<file path="src/rtl/sce_pkg.sv">
package sce_pkg;

  // Strobes sent from the block sequencer to the stage datapath.
  typedef struct packed {
    logic blockEnd;  // last clock of the current block
    logic zeroBit;   // bipolar zero stream: alternates 0,1 by phase
  } strobe_t;

  // Integer weights of one stage: coefficient, product, n+2 term.
  typedef struct packed {
    int coefW;
    int prodW;
    int skipW;
  } weightSet_t;

  // Weights of stage idx in a chain with top index order.
  function automatic weightSet_t stageWeights(input int idx, input int order,
                                              input bit coefOn);
    weightSet_t w;
    w.coefW = coefOn ? 1 : 0;
    if (idx == order)      w.prodW = 0;
    else if (idx == 0)     w.prodW = 1;
    else                   w.prodW = 2;
    w.skipW = (idx >= order - 1) ? 0 : -1;
    return w;
  endfunction

endpackage

</file>
<file path="src/rtl/sce_ctrl.sv">
module sce_ctrl
  import sce_pkg::*;
#(
  parameter int M     = 8,
  parameter int ORDER = 3,
  localparam int PH_W = (M > 1) ? $clog2(M) : 1
) (
  input  logic            clk,
  input  logic            rst,
  output strobe_t         strobes,
  output logic [PH_W-1:0] phase,
  output logic            chainValid
);

  logic [ORDER:0] validReg;
  logic           lastPhase;

  assign lastPhase = (phase == PH_W'(M - 1));

  always_ff @(posedge clk) begin
    if (rst) begin
      phase    <= '0;
      validReg <= '0;
    end else begin
      phase <= lastPhase ? '0 : phase + 1'b1;
      if (lastPhase) validReg <= {1'b1, validReg[ORDER:1]};
    end
  end

  always_comb begin
    strobes.blockEnd = lastPhase;
    strobes.zeroBit  = phase[0];
  end

  assign chainValid = validReg[0];

  // blocks are exactly M clocks long
  assert_block_wrap_R1: assert property (@(posedge clk) disable iff (rst)
    strobes.blockEnd |=> (phase == '0));

  // valid never drops without reset
  assert_valid_hold_R7: assert property (@(posedge clk) disable iff (rst)
    chainValid |=> chainValid);

  // valid rises only on a block boundary
  assert_valid_edge_R7: assert property (@(posedge clk) disable iff (rst)
    $rose(chainValid) |-> (phase == '0));

endmodule

</file>
<file path="src/rtl/sce_stage.sv">
module sce_stage #(
  parameter int M       = 8,
  parameter int CARRY_W = 16,
  parameter int COEF_W  = 1,
  parameter int PROD_W  = 2,
  parameter int SKIP_W  = -1,
  localparam int PH_W   = (M > 1) ? $clog2(M) : 1
) (
  input  logic            clk,
  input  logic            rst,
  input  logic            blockEnd,
  input  logic [PH_W-1:0] phase,
  input  logic            xBit,
  input  logic            coefBit,
  input  logic            nextBit,
  input  logic            skipBit,
  output logic            outBit
);

  localparam int CNT_W = $clog2(M + 1);
  localparam int SUM_W = CNT_W + 4;
  localparam int EST_W = ((CARRY_W > SUM_W) ? CARRY_W : SUM_W) + 2;
  localparam int BASE  = (M * (1 - (COEF_W + PROD_W + SKIP_W))) / 2;
  localparam logic signed [EST_W-1:0] C_MAX =
    {{(EST_W - CARRY_W + 1){1'b0}}, {(CARRY_W - 1){1'b1}}};
  localparam logic signed [EST_W-1:0] C_MIN = -C_MAX - 1;

  logic signed [SUM_W-1:0]   acc, inc, accNext;
  logic signed [CARRY_W-1:0] carry, carryNext;
  logic signed [EST_W-1:0]   est, resid;
  logic [CNT_W-1:0]          outCount, clampCnt;
  logic                      prodBit;

  // bipolar product by XNOR
  assign prodBit = ~(xBit ^ nextBit);

  // weighted bit sum for this clock
  always_comb begin
    inc = '0;
    if (coefBit) inc = inc + SUM_W'(COEF_W);
    if (prodBit) inc = inc + SUM_W'(PROD_W);
    if (skipBit) inc = inc + SUM_W'(SKIP_W);
    accNext = acc + inc;
  end

  // clamp to an expressible count, keep the remainder as carry
  always_comb begin
    est = EST_W'(accNext) + EST_W'(carry);
    if (est < 0)                 clampCnt = '0;
    else if (est > EST_W'(M))    clampCnt = CNT_W'(M);
    else                         clampCnt = est[CNT_W-1:0];
    resid = est - EST_W'($signed({1'b0, clampCnt}));
    if (resid > C_MAX)           carryNext = C_MAX[CARRY_W-1:0];
    else if (resid < C_MIN)      carryNext = C_MIN[CARRY_W-1:0];
    else                         carryNext = resid[CARRY_W-1:0];
  end

  always_ff @(posedge clk) begin
    if (rst) begin
      acc      <= SUM_W'(BASE);
      outCount <= CNT_W'(M / 2);
      carry    <= '0;
    end else if (blockEnd) begin
      acc      <= SUM_W'(BASE);
      outCount <= clampCnt;
      carry    <= carryNext;
    end else begin
      acc      <= accNext;
    end
  end

  // ones first, then zeros
  assign outBit = (CNT_W'(phase) < outCount);

  assert_count_range_R5: assert property (@(posedge clk) disable iff (rst)
    outCount <= CNT_W'(M));

  assert_carry_high_R5: assert property (@(posedge clk) disable iff (rst)
    (carry > 0) |-> (outCount == CNT_W'(M)));

  assert_carry_low_R5: assert property (@(posedge clk) disable iff (rst)
    (carry < 0) |-> (outCount == '0));

  assert_ones_first_R6: assert property (@(posedge clk) disable iff (rst)
    (!outBit && !blockEnd) |=> !outBit);

endmodule

</file>
<file path="src/rtl/sce_datapath.sv">
module sce_datapath
  import sce_pkg::*;
#(
  parameter int             M         = 8,
  parameter int             ORDER     = 3,
  parameter int             CARRY_W   = 16,
  parameter logic [ORDER:0] COEF_MASK = '1,
  localparam int PH_W = (M > 1) ? $clog2(M) : 1
) (
  input  logic            clk,
  input  logic            rst,
  input  strobe_t         strobes,
  input  logic [PH_W-1:0] phase,
  input  logic            xBit,
  input  logic [ORDER:0]  coefBits,
  output logic            outBit
);

  logic stageOut [0:ORDER+2];

  // Terms above the top of the chain read the bipolar zero stream.
  assign stageOut[ORDER+1] = strobes.zeroBit;
  assign stageOut[ORDER+2] = strobes.zeroBit;

  for (genvar n = 0; n <= ORDER; n++) begin : g_stage
    localparam weightSet_t WS = stageWeights(n, ORDER, COEF_MASK[n]);
    sce_stage #(
      .M      (M),
      .CARRY_W(CARRY_W),
      .COEF_W (WS.coefW),
      .PROD_W (WS.prodW),
      .SKIP_W (WS.skipW)
    ) stage_i (
      .clk     (clk),
      .rst     (rst),
      .blockEnd(strobes.blockEnd),
      .phase   (phase),
      .xBit    (xBit),
      .coefBit (coefBits[n]),
      .nextBit (stageOut[n+1]),
      .skipBit (stageOut[n+2]),
      .outBit  (stageOut[n])
    );
  end

  assign outBit = stageOut[0];

endmodule

</file>
<file path="src/rtl/sc_cheb_eval.sv">
module sc_cheb_eval
  import sce_pkg::*;
#(
  parameter int             ORDER     = 3,
  parameter int             BLOCK_LEN = 8,
  parameter int             CARRY_W   = 16,
  parameter logic [ORDER:0] COEF_MASK = '1
) (
  input  logic           clk,
  input  logic           rst,
  input  logic           xBit,
  input  logic [ORDER:0] coefBits,
  output logic           outBit,
  output logic           outValid
);

  localparam int PH_W = (BLOCK_LEN > 1) ? $clog2(BLOCK_LEN) : 1;

  strobe_t         strobes;
  logic [PH_W-1:0] phase;

  sce_ctrl #(
    .M    (BLOCK_LEN),
    .ORDER(ORDER)
  ) ctrl_i (
    .clk       (clk),
    .rst       (rst),
    .strobes   (strobes),
    .phase     (phase),
    .chainValid(outValid)
  );

  sce_datapath #(
    .M        (BLOCK_LEN),
    .ORDER    (ORDER),
    .CARRY_W  (CARRY_W),
    .COEF_MASK(COEF_MASK)
  ) dp_i (
    .clk     (clk),
    .rst     (rst),
    .strobes (strobes),
    .phase   (phase),
    .xBit    (xBit),
    .coefBits(coefBits),
    .outBit  (outBit)
  );

endmodule

</file>
<file path="config.mk">
export PLATFORM = sky130hd
export DESIGN_NAME = sc_cheb_eval
export DESIGN_NICKNAME = d
export VERILOG_FILES = /design/src/rtl/sce_pkg.sv /design/src/rtl/sce_ctrl.sv /design/src/rtl/sce_stage.sv /design/src/rtl/sce_datapath.sv /design/src/rtl/sc_cheb_eval.sv
export SDC_FILE = /design/constraint.sdc
export NUM_CORES = 1
export LEC_CHECK = 0
export BUFFER_PORTS_ARGS = -buffer_cell sky130_fd_sc_hd__buf_2
export CAP_MARGIN = 40
export CORE_MARGIN = 5
export CORE_UTILIZATION = 30
export DETAILED_ROUTE_END_ITERATION = 10
export SLEW_MARGIN = 20
export SYNTH_ARGS = -nofsm -noshare
export SYNTH_HDL_FRONTEND = slang
export SYNTH_SLANG_ARGS = --single-unit
</file>
<file path="constraint.sdc">
create_clock -name clk -period 11.5 [get_ports clk]
set_input_delay 1.725 -clock clk [delete_from_list [all_inputs] [get_ports clk]]
set_output_delay 1.725 -clock clk [all_outputs]
set_load 0.03 [all_outputs]
</file>
==> run summary <==
The flow ran to the end, and the final reports show no timing, DRC or antenna violations. The number of nets in the final layout was 1512. Average via count per standard cell: 5.39. Data arrives at the worst endpoint at 9.85 ns. After synthesis, the most frequently instantiated cells are 145 x sky130_fd_sc_hd__nor2_1, 119 x sky130_fd_sc_hd__dfxtp_1, 103 x sky130_fd_sc_hd__ha_1. Per report_power, the clock group accounts for 21.2% of the total. The repair_antennas step left the layout with diodes totalling 0. For this run, the leading register cell type out of synthesis is sky130_fd_sc_hd__dfxtp_1. The internal power consumption is 1.35 mW, and the share of synthesized area occupied by flip-flops and latches is 21.1%. Entering global routing, the biggest net connects 71 pins. The post-route cell area is 12400 sq um. Sequential cells account for 18.0% of the total power. Each instance of the synthesized netlist takes up on average 8.02 sq um. The path class of the tightest hold or removal check is reg2reg.

The total net switching power came out at 1.19 mW. At the pin with the least slew margin, the transition time is 0.819 ns. Setup violations remaining at the end of the flow were counted as 0. Summing all multi-input logic gate instances after layout gives 8450 sq um. The logs give 0 for the number of routed nets with antenna violations and 0 for the max capacitance violation total.

At the end of routability-driven placement, the weighted congestion stood at 0.872. The final number of max-transition violations was 0; the routed length per placed instance was 15.0 um. The x dimension of the die was 204 um; the number of buffers inserted to repair setup after CTS was 0. The tools report the maximum clock frequency as 0.105 GHz. The analysis attributes to cell leakage a power of 4.95 nW.

Yosys attributes the largest share of cell area to sky130_fd_sc_hd__dfxtp_1 21%, sky130_fd_sc_hd__ha_1 11%, sky130_fd_sc_hd__nor2_1 4.8%. The number of synthesized flops with an enable pin is 0, and the post-detailed-placement cell area is 11800 sq um. The register-to-register setup slack is 2.19 ns. The start-to-end type of the worst setup path was in2reg. After detailed routing, the number of remaining DRC violations is 0. Following the worst setup path forward leads to its endpoint at dp_i.g_stage[1].stage_i.carry[3]. The layout overhead on the synthesized area came out at 9.89%. The placeable core area is 37400 sq um. The peak ir drop on the vdd network came out at 0.105 mV. The share of total power consumed by net switching was 46.9%.

The startpoint identified for the worst hold timing path is dp_i.g_stage[3].stage_i.outCount[1]. After synthesis the cells add up to 11300 sq um. The routed design has 28800 um of wire. The insertion delay to the later sink of the worst-skew pair came out at 0.43 ns. STA classifies the critical path endpoint as a flop. The root buffer cell chosen for the clock tree is sky130_fd_sc_hd__clkbuf_16. The first global-routing pass estimated 48300 um of wire. For this run, the slowest stage of the critical path takes 0.67 ns.

After global routing the overflow that remains totals 0. The number of design-rule violations left by the first detailed-router iteration came out at 587. Once detailed placement completed, the half-perimeter wirelength came to 20900 um. Instance count on the critical path: 31.

Summed over all instances, the cell type with the most area after synthesis is sky130_fd_sc_hd__dfxtp_1. Measured against its own limit, the worst slew margin works out to 45.1%. TritonCTS built the clock tree. Buffers inserted to repair hold after CTS numbered 0. The final setup TNS is 0 ns. Vias after detailed routing: 10300. The clock slew seen by the registers of the worst setup and hold paths was 0.06 ns; the number of cells on the worst reg-to-reg path was 34. For this design the ratio of total power to cell area is 204 nW/um^2.

The die covers 41700 sq um. The floorplan die height was 204 um; the shortest clock period the worst path allows after layout was 9.54 ns. sky130_fd_sc_hd__nor2_1 is the most common cell in the netlist. STA classifies the critical path startpoint as an input port.

The via count of the first global-routing pass is 9949. The maximum buffer depth of the clock tree was 2. The post-cts repair resize count came out at 0.

The first TritonRoute pass finished after 7 iterations. The tools report the worst reg2reg path startpoint as ctrl_i.phase[1]. Setup repair after global routing left no endpoint under its margin.

The standard cell with the maximum stage delay on the critical path was sky130_fd_sc_hd__a221oi_1. The number of nets produced by synthesis was 1532; the number of buffers and inverters on the critical path was 3. Hold violation count in the final report: 0. In this run the critical register-to-register path is captured at dp_i.g_stage[1].stage_i.carry[3]. 9 I/O pins were placed. The run gives 11.81 ns as the required time at the endpoint of the critical path.

The tools report the gate count of the mapped netlist as 1411. Share of cells above drive strength 1: 8.83%. In this run the worst setup path begins at xBit.

The final critical path takes up 83.0% of the cycle. The synthesized design contains 119 register bits. For the final database, setup skew stands at 0.0105 ns. In the global route stage, overall resource usage came out at 13.7%. The tools report the number of fillers in the final layout as 3925. Grouping stages by cell kind, the critical path spends the most delay in compound AO/OA/AOI/OAI gates. For the number of distinct library cell variants in the gate-level netlist after synthesis, the log shows 98. In this design, the critical path's most frequently occurring cell is sky130_fd_sc_hd__a21oi_1. In this run the worst path has a maximum fanout of 10.

The run gives 0 as the initial antenna violation count. For this configuration, the core starts out at a cell density of 30.2%. For the number of warnings reported in the yosys synthesis log, the log shows 0.

Buffers placed on the I/O ports in this run total 8. Sequential standard cell area: 2380 sq um. Of all flip-flops after synthesis, the portion carrying an async set or reset was 0%. The clock drives 119 sinks. The fraction of post-synthesis cell area in the top cell type by area was 21.1%; the combinational group share of total power was 60.7%. The floorplan has 71 rows.

Buffers inserted during clock tree synthesis total 17. The maximum level of the CTS H-tree was 4.
## sequential cells by signal, indices dropped and copies added (netlist names)
register,flops
ctrl_i.phase,3
dp_i.g_stage.stage_i.acc,32
dp_i.g_stage.stage_i.outCount,16
dp_i.g_stage.stage_i.carry,64
ctrl_i.validReg,4
## cell usage in the layout (no fill, tap or decap), types with 28 or more instances in the layout
cell type / n
sky130_fd_sc_hd__nor2_1: 144
sky130_fd_sc_hd__dfxtp_1: 119
sky130_fd_sc_hd__ha_1: 102
sky130_fd_sc_hd__a21oi_1: 92
sky130_fd_sc_hd__nand2_1: 88
sky130_fd_sc_hd__xnor2_1: 62
sky130_fd_sc_hd__inv_1: 57
sky130_fd_sc_hd__o21ai_0: 57
sky130_fd_sc_hd__a211oi_1: 54
sky130_fd_sc_hd__xor2_1: 43
sky130_fd_sc_hd__and2_1: 34
sky130_fd_sc_hd__nand2b_1: 34
sky130_fd_sc_hd__a21o_1: 29
sky130_fd_sc_hd__nand3_1: 29
sky130_fd_sc_hd__nor3_1: 28
## worst reg2reg max path, delay by kind of cell, from the launching register on
family                   cells  cell delay (ns)
AO/OA/AOI/OAI               15             3.67
AND/OR/NAND/NOR              9             2.50
adder cells (fa/ha/maj)      5             1.66
XOR/XNOR                     3             0.49
buffers and inverters        2             0.49
flip-flops                   1             0.43
## worst min-delay path by stage
| stage | slack, ns | cells past startpoint | endpoint |
|---|---|---|---|
| 2_1_floorplan | 0.43 | 1 | ctrl_i.phase[0] |
| 3_3_place_gp | 0.44 | 2 | ctrl_i.validReg[3] |
| 3_5_place_dp | 0.46 | 2 | ctrl_i.validReg[3] |
| 4_1_cts | 0.47 | 2 | dp_i.g_stage[3].stage_i.outCount[1] |
| 5_1_grt | 0.49 | 2 | dp_i.g_stage[1].stage_i.outCount[1] |
| 6_report | 0.46 | 2 | dp_i.g_stage[3].stage_i.outCount[1] |
## cells by family (layout without fill, tap and decap cells)
kind of cell	after synthesis	count (layout)	share of synthesized area [%]
buffers and inverters	120	113	4.37
and+or+nand+nor	494	494	22.8
xor gates and xnor gates	105	105	8.13
muxes	10	10	0.907
adders and majority gates	116	116	13.5
DFF	119	119	21.1
AOI/OAI and AO/OA	447	447	29.2
## metal layers
layer / track usage, % / share of wire [%]
met1: 18.0 / 48
met2: 23.4 / 48
met3: 2.13 / 3.3
met4: 3.54 / 1.3
met5: 0 / 0
## final cells by class
| class | count | share of cell area (%) |
|---|---|---|
| Clock buffer | 17 | 3.42 |
| Clock inverter | 15 | 1.25 |
| Inverter | 58 | 1.75 |
| Multi-Input combinational cell | 1172 | 68.0 |
| Sequential cell | 119 | 19.2 |
| Tap cell | 511 | 5.14 |
| Timing Repair Buffer | 23 | 1.29 |
## per-stage QoR
step	setup WS, ns	instances	hold slack (ns)	utilization (%)	power, mW
after floorplan	2.68	1411	0.434	-	1.69
after global placement	1.50	1876	0.445	31.5	1.95
after detailed placement	1.25	1879	0.458	31.6	1.97
after CTS	1.66	1911	0.468	33.1	2.53
after global routing	1.34	1915	0.488	33.2	2.75
final	1.96	1915	0.465	33.2	2.54
## power by group through the flow
stage                     logic, mW  clock network, mW  registers (mW)
after detailed placement       1.50                  0           0.466
after global placement         1.48                  0           0.467
after global routing           1.72              0.570           0.462
after floorplan                1.23                  0           0.461
after CTS                      1.52              0.551           0.458
final                          1.54              0.539           0.458
Note: power is estimated with default switching activity, not from simulation.
